$ cat src/rtl/marker_pkg.sv
package marker_pkg;

    // Word offsets of the register file
    localparam logic [1:0] OFS_COLOR = 2'd0;
    localparam logic [1:0] OFS_CTRL  = 2'd1;
    localparam logic [1:0] OFS_POSX  = 2'd2;
    localparam logic [1:0] OFS_POSY  = 2'd3;

    // Control word bit positions
    localparam int CTRL_RUN  = 0;
    localparam int CTRL_RST  = 1;
    localparam int CTRL_IEN  = 2;
    localparam int CTRL_NOMK = 3;

    // Pixel layout: first packed field lands in the upper bits
    typedef struct packed {
        logic [4:0] blue;
        logic [5:0] green;
        logic [4:0] red;
    } rgb565_t;

    function automatic logic color_meets(rgb565_t pix, rgb565_t thr);
        return (pix.red >= thr.red) && (pix.green >= thr.green) && (pix.blue >= thr.blue);
    endfunction

endpackage

$ cat src/rtl/mt_pixel_front.sv
module mt_pixel_front
    import marker_pkg::*;
#(
    parameter int COORD_W = 11
) (
    input  logic               clk,
    input  logic               rst,
    input  logic               clr,
    input  logic [7:0]         cam_byte,
    input  logic               line_valid,
    input  logic               frame_sync,
    output logic               pix_valid,
    output rgb565_t            pix,
    output logic [COORD_W-1:0] col,
    output logic [COORD_W-1:0] row,
    output logic               frame_end
);

    logic       phase;
    logic [7:0] hi_byte;
    logic       lv_q;
    logic       fs_q;

    assign pix_valid = line_valid && phase;
    assign pix       = rgb565_t'({hi_byte, cam_byte});
    assign frame_end = frame_sync && !fs_q;

    // Edge detectors keep sampling even while idle to avoid false edges
    always_ff @(posedge clk) begin
        if (rst) begin
            lv_q <= 1'b0;
            fs_q <= 1'b0;
        end else begin
            lv_q <= line_valid;
            fs_q <= frame_sync;
        end
    end

    always_ff @(posedge clk) begin
        if (rst || clr) begin
            phase   <= 1'b0;
            hi_byte <= '0;
            col     <= '0;
            row     <= '0;
        end else begin
            if (!line_valid) begin
                phase <= 1'b0;
                col   <= '0;
            end else begin
                phase <= !phase;
                if (!phase) hi_byte <= cam_byte;
                else        col     <= col + 1'b1;
            end
            if (frame_end)
                row <= '0;
            else if (lv_q && !line_valid)
                row <= row + 1'b1;
        end
    end

    // column count restarts whenever the line is inactive
    assert_col_resync_R2: assert property (@(posedge clk) disable iff (rst)
        !line_valid |=> (col == '0));

    // a complete pixel never appears on two consecutive cycles
    assert_pixel_pairing_R1: assert property (@(posedge clk) disable iff (rst)
        pix_valid |=> !pix_valid);

endmodule

$ cat src/rtl/mt_accum.sv
module mt_accum
    import marker_pkg::*;
#(
    parameter int COORD_W = 11
) (
    input  logic               clk,
    input  logic               rst,
    input  logic               soft_rst,
    input  logic               go,
    input  logic               pix_valid,
    input  rgb565_t            pix,
    input  rgb565_t            thresh,
    input  logic [COORD_W-1:0] col,
    input  logic [COORD_W-1:0] row,
    input  logic               frame_end,
    output logic               frame_done,
    output logic [COORD_W-1:0] pos_x,
    output logic [COORD_W-1:0] pos_y,
    output logic               no_marker
);

    localparam int CNT_W = 2 * COORD_W;
    localparam int SUM_W = 3 * COORD_W;

    logic [SUM_W-1:0] sum_x;
    logic [SUM_W-1:0] sum_y;
    logic [CNT_W-1:0] cnt;
    logic             hit;

    assign hit        = go && pix_valid && color_meets(pix, thresh);
    assign frame_done = go && frame_end && !soft_rst;

    always_ff @(posedge clk) begin
        if (rst || soft_rst) begin
            sum_x     <= '0;
            sum_y     <= '0;
            cnt       <= '0;
            pos_x     <= '0;
            pos_y     <= '0;
            no_marker <= 1'b0;
        end else if (!go) begin
            sum_x <= '0;
            sum_y <= '0;
            cnt   <= '0;
        end else if (frame_end) begin
            if (cnt != '0) begin
                pos_x     <= COORD_W'(sum_x / SUM_W'(cnt));
                pos_y     <= COORD_W'(sum_y / SUM_W'(cnt));
                no_marker <= 1'b0;
            end else begin
                no_marker <= 1'b1;
            end
            sum_x <= '0;
            sum_y <= '0;
            cnt   <= '0;
        end else if (hit) begin
            sum_x <= sum_x + SUM_W'(col);
            sum_y <= sum_y + SUM_W'(row);
            cnt   <= cnt + 1'b1;
        end
    end

    // an empty frame keeps the old position and flags no marker
    assert_empty_hold_R5: assert property (@(posedge clk) disable iff (rst)
        (frame_done && cnt == '0) |=> (no_marker && pos_x == $past(pos_x) && pos_y == $past(pos_y)));

    // a frame with matches clears the flag
    assert_found_clears_R4: assert property (@(posedge clk) disable iff (rst)
        (frame_done && cnt != '0) |=> !no_marker);

    // nothing is accumulated while stopped
    assert_idle_empty_R6: assert property (@(posedge clk) disable iff (rst)
        !go |=> (cnt == '0));

    // soft reset wipes the reported state
    assert_soft_reset_R8: assert property (@(posedge clk) disable iff (rst)
        soft_rst |=> (pos_x == '0 && pos_y == '0 && !no_marker && cnt == '0));

endmodule

$ cat src/rtl/mt_regs.sv
module mt_regs
    import marker_pkg::*;
#(
    parameter int COORD_W = 11
) (
    input  logic               clk,
    input  logic               rst,
    input  logic               wr_en,
    input  logic [1:0]         addr,
    input  logic [15:0]        wdata,
    input  logic               frame_done,
    input  logic               no_marker,
    input  logic [COORD_W-1:0] pos_x,
    input  logic [COORD_W-1:0] pos_y,
    output logic [31:0]        rd_data,
    output rgb565_t            thresh,
    output logic               go,
    output logic               irq_en,
    output logic               soft_rst,
    output logic               irq,
    output logic               cfg_req
);

    assign soft_rst = wr_en && (addr == OFS_CTRL) && wdata[CTRL_RST];

    always_ff @(posedge clk) begin
        if (rst) begin
            thresh  <= '0;
            go      <= 1'b0;
            irq_en  <= 1'b0;
            irq     <= 1'b0;
            cfg_req <= 1'b0;
        end else begin
            if (wr_en && addr == OFS_COLOR) thresh <= rgb565_t'(wdata);
            if (wr_en && addr == OFS_CTRL) begin
                go     <= wdata[CTRL_RUN];
                irq_en <= wdata[CTRL_IEN];
            end
            irq     <= frame_done && irq_en;
            cfg_req <= soft_rst;
        end
    end

    always_comb begin
        rd_data = '0;
        case (addr)
            OFS_COLOR: rd_data = {16'b0, thresh};
            OFS_CTRL:  rd_data = {28'b0, no_marker, irq_en, 1'b0, go};
            OFS_POSX:  rd_data = 32'(pos_x);
            default:   rd_data = 32'(pos_y);
        endcase
    end

    // interrupt only follows an enabled state, and lasts one cycle
    assert_irq_enabled_R7: assert property (@(posedge clk) disable iff (rst)
        irq |-> $past(irq_en));
    assert_irq_pulse_R7: assert property (@(posedge clk) disable iff (rst)
        irq |=> !irq);

    // configuration request only follows a register write
    assert_cfg_from_write_R8: assert property (@(posedge clk) disable iff (rst)
        cfg_req |-> $past(wr_en));

endmodule

$ cat src/rtl/marker_tracker.sv
module marker_tracker
    import marker_pkg::*;
#(
    parameter int COORD_W = 11
) (
    input  logic        clk,
    input  logic        rst,
    input  logic [7:0]  cam_byte,
    input  logic        cam_line_valid,
    input  logic        cam_frame_sync,
    input  logic        reg_wr_en,
    input  logic [1:0]  reg_addr,
    input  logic [15:0] reg_wdata,
    output logic [31:0] reg_rd_data,
    output logic        irq,
    output logic        cam_cfg_req
);

    rgb565_t            thresh;
    rgb565_t            pix;
    logic               go;
    logic               irq_en;
    logic               soft_rst;
    logic               pix_valid;
    logic               frame_end;
    logic               frame_done;
    logic               no_marker;
    logic [COORD_W-1:0] col;
    logic [COORD_W-1:0] row;
    logic [COORD_W-1:0] pos_x;
    logic [COORD_W-1:0] pos_y;

    mt_pixel_front #(.COORD_W(COORD_W)) u_front (
        .clk        (clk),
        .rst        (rst),
        .clr        (soft_rst || !go),
        .cam_byte   (cam_byte),
        .line_valid (cam_line_valid),
        .frame_sync (cam_frame_sync),
        .pix_valid  (pix_valid),
        .pix        (pix),
        .col        (col),
        .row        (row),
        .frame_end  (frame_end)
    );

    mt_accum #(.COORD_W(COORD_W)) u_accum (
        .clk        (clk),
        .rst        (rst),
        .soft_rst   (soft_rst),
        .go         (go),
        .pix_valid  (pix_valid),
        .pix        (pix),
        .thresh     (thresh),
        .col        (col),
        .row        (row),
        .frame_end  (frame_end),
        .frame_done (frame_done),
        .pos_x      (pos_x),
        .pos_y      (pos_y),
        .no_marker  (no_marker)
    );

    mt_regs #(.COORD_W(COORD_W)) u_regs (
        .clk        (clk),
        .rst        (rst),
        .wr_en      (reg_wr_en),
        .addr       (reg_addr),
        .wdata      (reg_wdata),
        .frame_done (frame_done),
        .no_marker  (no_marker),
        .pos_x      (pos_x),
        .pos_y      (pos_y),
        .rd_data    (reg_rd_data),
        .thresh     (thresh),
        .go         (go),
        .irq_en     (irq_en),
        .soft_rst   (soft_rst),
        .irq        (irq),
        .cfg_req    (cam_cfg_req)
    );

endmodule

$ cat config.mk
export PLATFORM = sky130hd
export DESIGN_NAME = marker_tracker
export DESIGN_NICKNAME = d
export VERILOG_FILES = /design/src/rtl/marker_pkg.sv /design/src/rtl/mt_pixel_front.sv /design/src/rtl/mt_accum.sv /design/src/rtl/mt_regs.sv /design/src/rtl/marker_tracker.sv
export SDC_FILE = /design/constraint.sdc
export NUM_CORES = 2
export LEC_CHECK = 0
export ABC_AREA = 1
export ABC_CLOCK_PERIOD_IN_PS = 193200
export CORE_MARGIN = 2
export CORE_UTILIZATION = 43
export CTS_CLUSTER_SIZE = 16
export DETAILED_ROUTE_END_ITERATION = 6
export DONT_BUFFER_PORTS = 1
export GPL_TIMING_DRIVEN = 0
export HOLD_SLACK_MARGIN = 0.05
export SYNTH_ARGS = -nofsm -noshare
export SYNTH_HDL_FRONTEND = slang
export SYNTH_SLANG_ARGS = --single-unit
$ cat constraint.sdc
create_clock -name clk -period 193.2 [get_ports clk]
set_clock_uncertainty 0.05 [all_clocks]
set_input_delay 9.66 -clock clk [delete_from_list [all_inputs] [get_ports clk]]
set_output_delay 9.66 -clock clk [all_outputs]
set_load 0.05 [all_outputs]
* Word level (Yosys, flattened, before mapping)
Index checks and enable logic that the tools add are counted.
Word-level totals: bits in registers 164, output and inout port bits 34, input bits 31, logic and storage cells 65
Cells by class: div/mod/pow operators 2, eq/ne operators 2, bitwise logic cells 3, order comparisons 3, reduce and logical (&&, ||, !) cells 29, add/subtract/negate cells 5, multiplexer cells 2
Operator list (count):
- $add 33x11->33 | 2
- $div 33x22->33 | 2
- $pmux 16 s3 | 1
- $add 11x1->11 const B | 2
- $add 22x1->22 const B | 1
- $reduce_bool 22->1 | 1
- $logic_and 1x1->1 | 13
- $ge 5x5->1 | 2
- $ge 6x6->1 | 1
- $logic_not 1->1 | 5
- $reduce_and 2->1 | 2
- $reduce_or 2->1 | 2
- $logic_or 1x1->1 | 3
- $not 1->1 | 3
- $reduce_and 3->1 | 1
- $reduce_or 3->1 | 1
- $eq 2x1->1 const B | 1
- $eq 2x2->1 const B | 1
- $logic_not 2->1 | 1
- $mux 1 | 1

* Logic depth before layout (Yosys ltp)
word-level depth 6, mapped depth 764, depth with buffers taken out 727

* Hierarchy
A second synthesis with hierarchy kept.
Second synthesis, totals: cell total of the unflattened synthesis 9514, area, all modules 58546.2 sq um
Modules (own cells, without submodules):
- mt_accum | sequential area each 2222.1 sq um, times used 1, cells each 9091, area each 55685.9 sq um
- mt_pixel_front | sequential area each 660.6 sq um, times used 1, cells each 213, area each 1550.2 sq um
- mt_regs | sequential area each 400.4 sq um, times used 1, cells each 208, area each 1302.5 sq um
- marker_tracker | sequential area each 0.0 sq um, times used 1, cells each 2, area each 7.5 sq um

* Worst setup path after synthesis
OpenSTA, ideal clock, no wires.
path kind register to register, start register u_accum.cnt[0], end register u_accum.pos_y[0], arrival 92587 ps, buffers on the path 40, required time 193041 ps, slack 100454 ps, setup time 109 ps, cell stages (with the launch flop) 716, period minus slack after synthesis 92746 ps, path through dfxtp_1 -> inv_1 -> ha_1 -> o21ai_0 -> nand2_1 -> nand2_1 -> ha_1 -> inv_1 -> nor2_1 -> o211ai_1 -> nand2_1 -> o21ai_0 -> inv_1 -> ha_1 -> inv_1 -> o21bai_1 -> a21o_1 -> nand2_1 -> [... 680 more ...] -> o21ai_1 -> inv_1 -> ha_1 -> nand2_1 -> inv_1 -> and3_1 -> a2111oi_0 -> o21ai_0 -> a21oi_1 -> o221ai_1 -> a211oi_1 -> nand2_1 -> inv_1 -> nand4_1 -> nor2_1 -> nand3_1 -> nand2_1 -> inv_1
On the way: word-level cells in the longest chain between the ends 2, elaborated cells on any way between the ends 3, those cells by class div: 1; reduce/logical: 2
RTL lines:
- start, declared | RTL line mt_accum.sv:27 | logic [CNT_W-1:0] cnt;
- start signal, assigned | RTL line mt_accum.sv:59 | cnt <= cnt + 1'b1;
- parallel branches: the longest is 2 deep, another holds $div 33x22->33
- end signal, assigned | RTL line mt_accum.sv:48 | pos_y <= COORD_W'(sum_y / SUM_W'(cnt));
- end, declared | RTL line mt_accum.sv:18 | output logic [COORD_W-1:0] pos_y,
Parallel ways; which one is timed is not known. A chain may end at the register's enable or synchronous reset.

* Final worst setup path
Ends and elaborated chain as after synthesis.

==> flow_metrics.tcl <==
set metrics [dict create \
    max_stage_delay_ps 940 \
    std_cell_rows 134 \
    synth-edff-count 0 \
    netlist_instances 9455 \
    synth_area_um2 57840 \
    synthFlopType "dfxtp_1" \
    path_clk_slew_ps 70 \
    final_layout_size_suffix_gt1_share_pct 6.259 \
    grt_antenna_before_repair 3 \
    die_w_um 370.8 \
    hold_violations 0 \
    setup.worst_path.end_class "flop" \
    per_cell_via_count_in_the_routed_design 5.211 \
    grt_pass1_wl_um 273200 \
    whs_endpoint "u_accum.no_marker" \
    synth_cell_types 80 \
    maximum_number_of_pins_on_one_net_before_global_route_repair 49 \
    starting_utilization_of_the_core_area_pct 43.34 \
    port-buffer-count 0 \
    core_area_um2 133500 \
    post-route-period-util_pct 58.62 \
    detailedRoute.firstIterationViolations 2844 \
    fp.dieArea_um2 137500 \
    post_synth_xor_xnor_area_pct 11.69 \
    reg2regPathDepth 713 \
    min_delay_path_depth 2 \
    top_library_cells_by_usage_in_the_layout_fill_and_taps_aside "2199 x nand2_1, 1295 x inv_1, 1034 x ha_1, 810 x a21oi_1, 730 x o21ai_0" \
    hold_class "reg -> reg" \
    clk-insertion-delay-late_ps 470 \
    slew_viol_final 0 \
    dominant_combinational_cell_family_by_area_after_synthesis "simple AND/OR/NAND/NOR gates" \
    overflow 0 \
    layout.cells.most_common "nand2_1" \
    detailedPlacementHpwl_um 138100 \
    worstPathArrival_ps 113570 \
    cp_top_family "compound AO/OA/AOI/OAI gates" \
    postSynth.asyncResetShare_pct 0 \
    synth.top_cells.by_area "ha_1 22%, nand2_1 14%, inv_1 8.5%" \
    wire_per_inst_um 14.64 \
    overall_global_routing_resource_usage_pct 23.68 \
    detail_route.drc_violations 0 \
    yosys.area_share.adder_pct 22.44 \
    post_synth_and_or_nand_nor_area_fraction_pct 28.73 \
    critPathSlowestCell "dfxtp_1" \
    synthToLayoutAreaGrowth_pct 5.871 \
    die_y_um 370.8 \
    total_number_of_cells_along_the_worst_setup_path 713 \
    cts.htree.levels 4 \
    boundaryPins 65 \
    cts_setup_buffers 0 \
    finalWirelength_um 165400 \
    crit_path_time_final_ps 113250 \
    max-cap-violations 0 \
    yosysSeqAreaShare_pct 5.676 \
    max-clock-path-buffers 2 \
    origin_of_the_critical_flop_to_flop_path "u_accum.cnt[0]" \
    tightest_slew_ps 1262 \
    fin_ws_ps 79950 \
    proportion_of_synthesized_area_in_mux_cells_pct 0 \
    r2r_slack_ps 79950 \
    synth_area_per_cell_um2 6.118 \
    yosysWarnings 0 \
    max-slew-margin-rel_pct 15.84 \
    tns_ps 0 \
    fmax_ghz 0.008830 \
    num_vias 58860 \
    critical_path_required_ps 193520 \
    synth_compound_gate_area_share_pct 20.21 \
    critical_path.n_buffers_inverters 183 \
    drt_pass1_iterations 6 \
    timing.setup.critical_path_class "reg -> reg" \
    dpl_worst_slack_ps 80620 \
    cts_num_sinks 164 \
    cts_tree "built" \
    r2r_end "u_accum.pos_y[0]" \
    cts_made_buffers 17 \
    cp-start-kind "flop" \
    number_of_global_route_vias_before_repair 55160 \
    share_of_yosys_cell_area_claimed_by_the_top_area_cell_type_pct 22.37 \
    postSynthRegisterBits 164 \
    finalSetupViolCount 0 \
    holdCritStartpoint "u_accum.no_marker" \
    layout.filler_cells 14260 \
    timing.critical_path.fanout_max 36 \
    ctsHoldBuffers 0 \
    post_cts.resized_instances 0 \
    rsz_0062_raised_after_global_routing "no" \
    nNetsFinal 10580 \
    root_buffer "clkbuf_16" \
    status "finished clean" \
    synth_area_leader "ha_1" \
    antenna_violating_nets_post_route 0 \
    routabilityCongestion 0.8728 \
]
[sequential cells by signal (all words and copies together), names as in the netlist, 8 cells and up]
register         count
u_accum.sum_x       33
u_accum.sum_y       33
u_accum.cnt         22
u_regs.thresh       16
u_accum.pos_x       11
u_accum.pos_y       11
u_front.col         11
u_front.row         11
u_front.hi_byte      8
[per-stage QoR]
| step | cells | utilization, % | cell area, µm² | hold slack (ps) |
|---|---|---|---|---|
| floorplan | 9470 | - | 57900 | 381.9 |
| global placement | 11240 | 45.04 | 60110 | 394.5 |
| detailed placement | 11260 | 45.46 | 60670 | 399.0 |
| CTS | 11290 | 45.88 | 61230 | 408.8 |
| global route | 11290 | 45.88 | 61230 | 441.1 |
| finish | 11300 | 45.89 | 61240 | 406.0 |
[kinds of logic after synthesis]
| kind of cell | after synthesis |
|---|---|
| DFF | 164 |
| buffers and inverters | 1638 |
| AOI/OAI and AO/OA | 2081 |
| xor gates and xnor gates | 772 |
| adders and majority gates | 1036 |
| other | 1 |
| and+or+nand+nor | 3763 |
[synth_stat cells, types with 27 or more instances]
cell type,number
inv_1,1316
nand2_1,2199
o21ai_0,734
nand2_2,74
nor3_1,96
nand3_1,436
inv_2,51
a21oi_2,46
dfxtp_1,164
o21bai_1,100
a21o_1,54
nand4_1,92
a21oi_1,810
or2_2,106
o21ai_1,103
clkbuf_1,182
nor4_1,29
buf_4,27
xor2_1,496
xnor2_1,276
nand3_2,37
nor2_2,39
nor2_1,536
ha_1,1034
o31ai_1,44
a211oi_1,28
[how the worst max path moves through the flow]
| stage | from | end | slack, ps |
|---|---|---|---|
| floorplan | u_accum.cnt[0] | u_accum.pos_y[0] | 100450 |
| global placement | u_accum.cnt[0] | u_accum.pos_x[0] | 80720 |
| detailed placement | u_accum.cnt[0] | u_accum.pos_x[0] | 80620 |
| CTS | u_accum.cnt[0] | u_accum.pos_x[0] | 80330 |
| global route | u_accum.cnt[19] | u_accum.pos_y[0] | 65330 |
| finish | u_accum.cnt[0] | u_accum.pos_y[0] | 79950 |
[metal layers]
metal / up-vias / track usage [%] / wire, µm
met5: - / 0 / 0
met4: 0 / 6.914 / 4975
met3: 188 / 1.429 / 5156
met2: 805 / 42.18 / 76990
met1: 26500 / 30.50 / 78280
li1: 31370 / - / -
[final cells by class]
type	count	area, µm²	share of cell area, %
multi-input combinational	7668	48140	78.61
inverter	1378	5219	8.522
sequential	164	3283	5.361
tap	1768	2212	3.612
buffer	260	1324	2.162
timing repair buffer	21	490.5	0.8009
clock buffer	19	442.9	0.7233
clock inverter	13	115.1	0.1880
antenna	4	10.01	0.01634
[worst register-to-register path, delay by kind of cell, from the launching register on]
| kind | cells | cell delay (ps) |
|---|---|---|
| buffers and inverters | 183 | 24410 |
| AND/OR/NAND/NOR | 216 | 22460 |
| AO/OA/AOI/OAI | 280 | 54510 |
| XOR/XNOR | 1 | 80 |
| flip-flops | 1 | 940 |
| adder cells (fa/ha/maj) | 33 | 10630 |
Power is not shown: default switching activity piles up to over one toggle a cycle in this logic, so the estimate is an artifact.
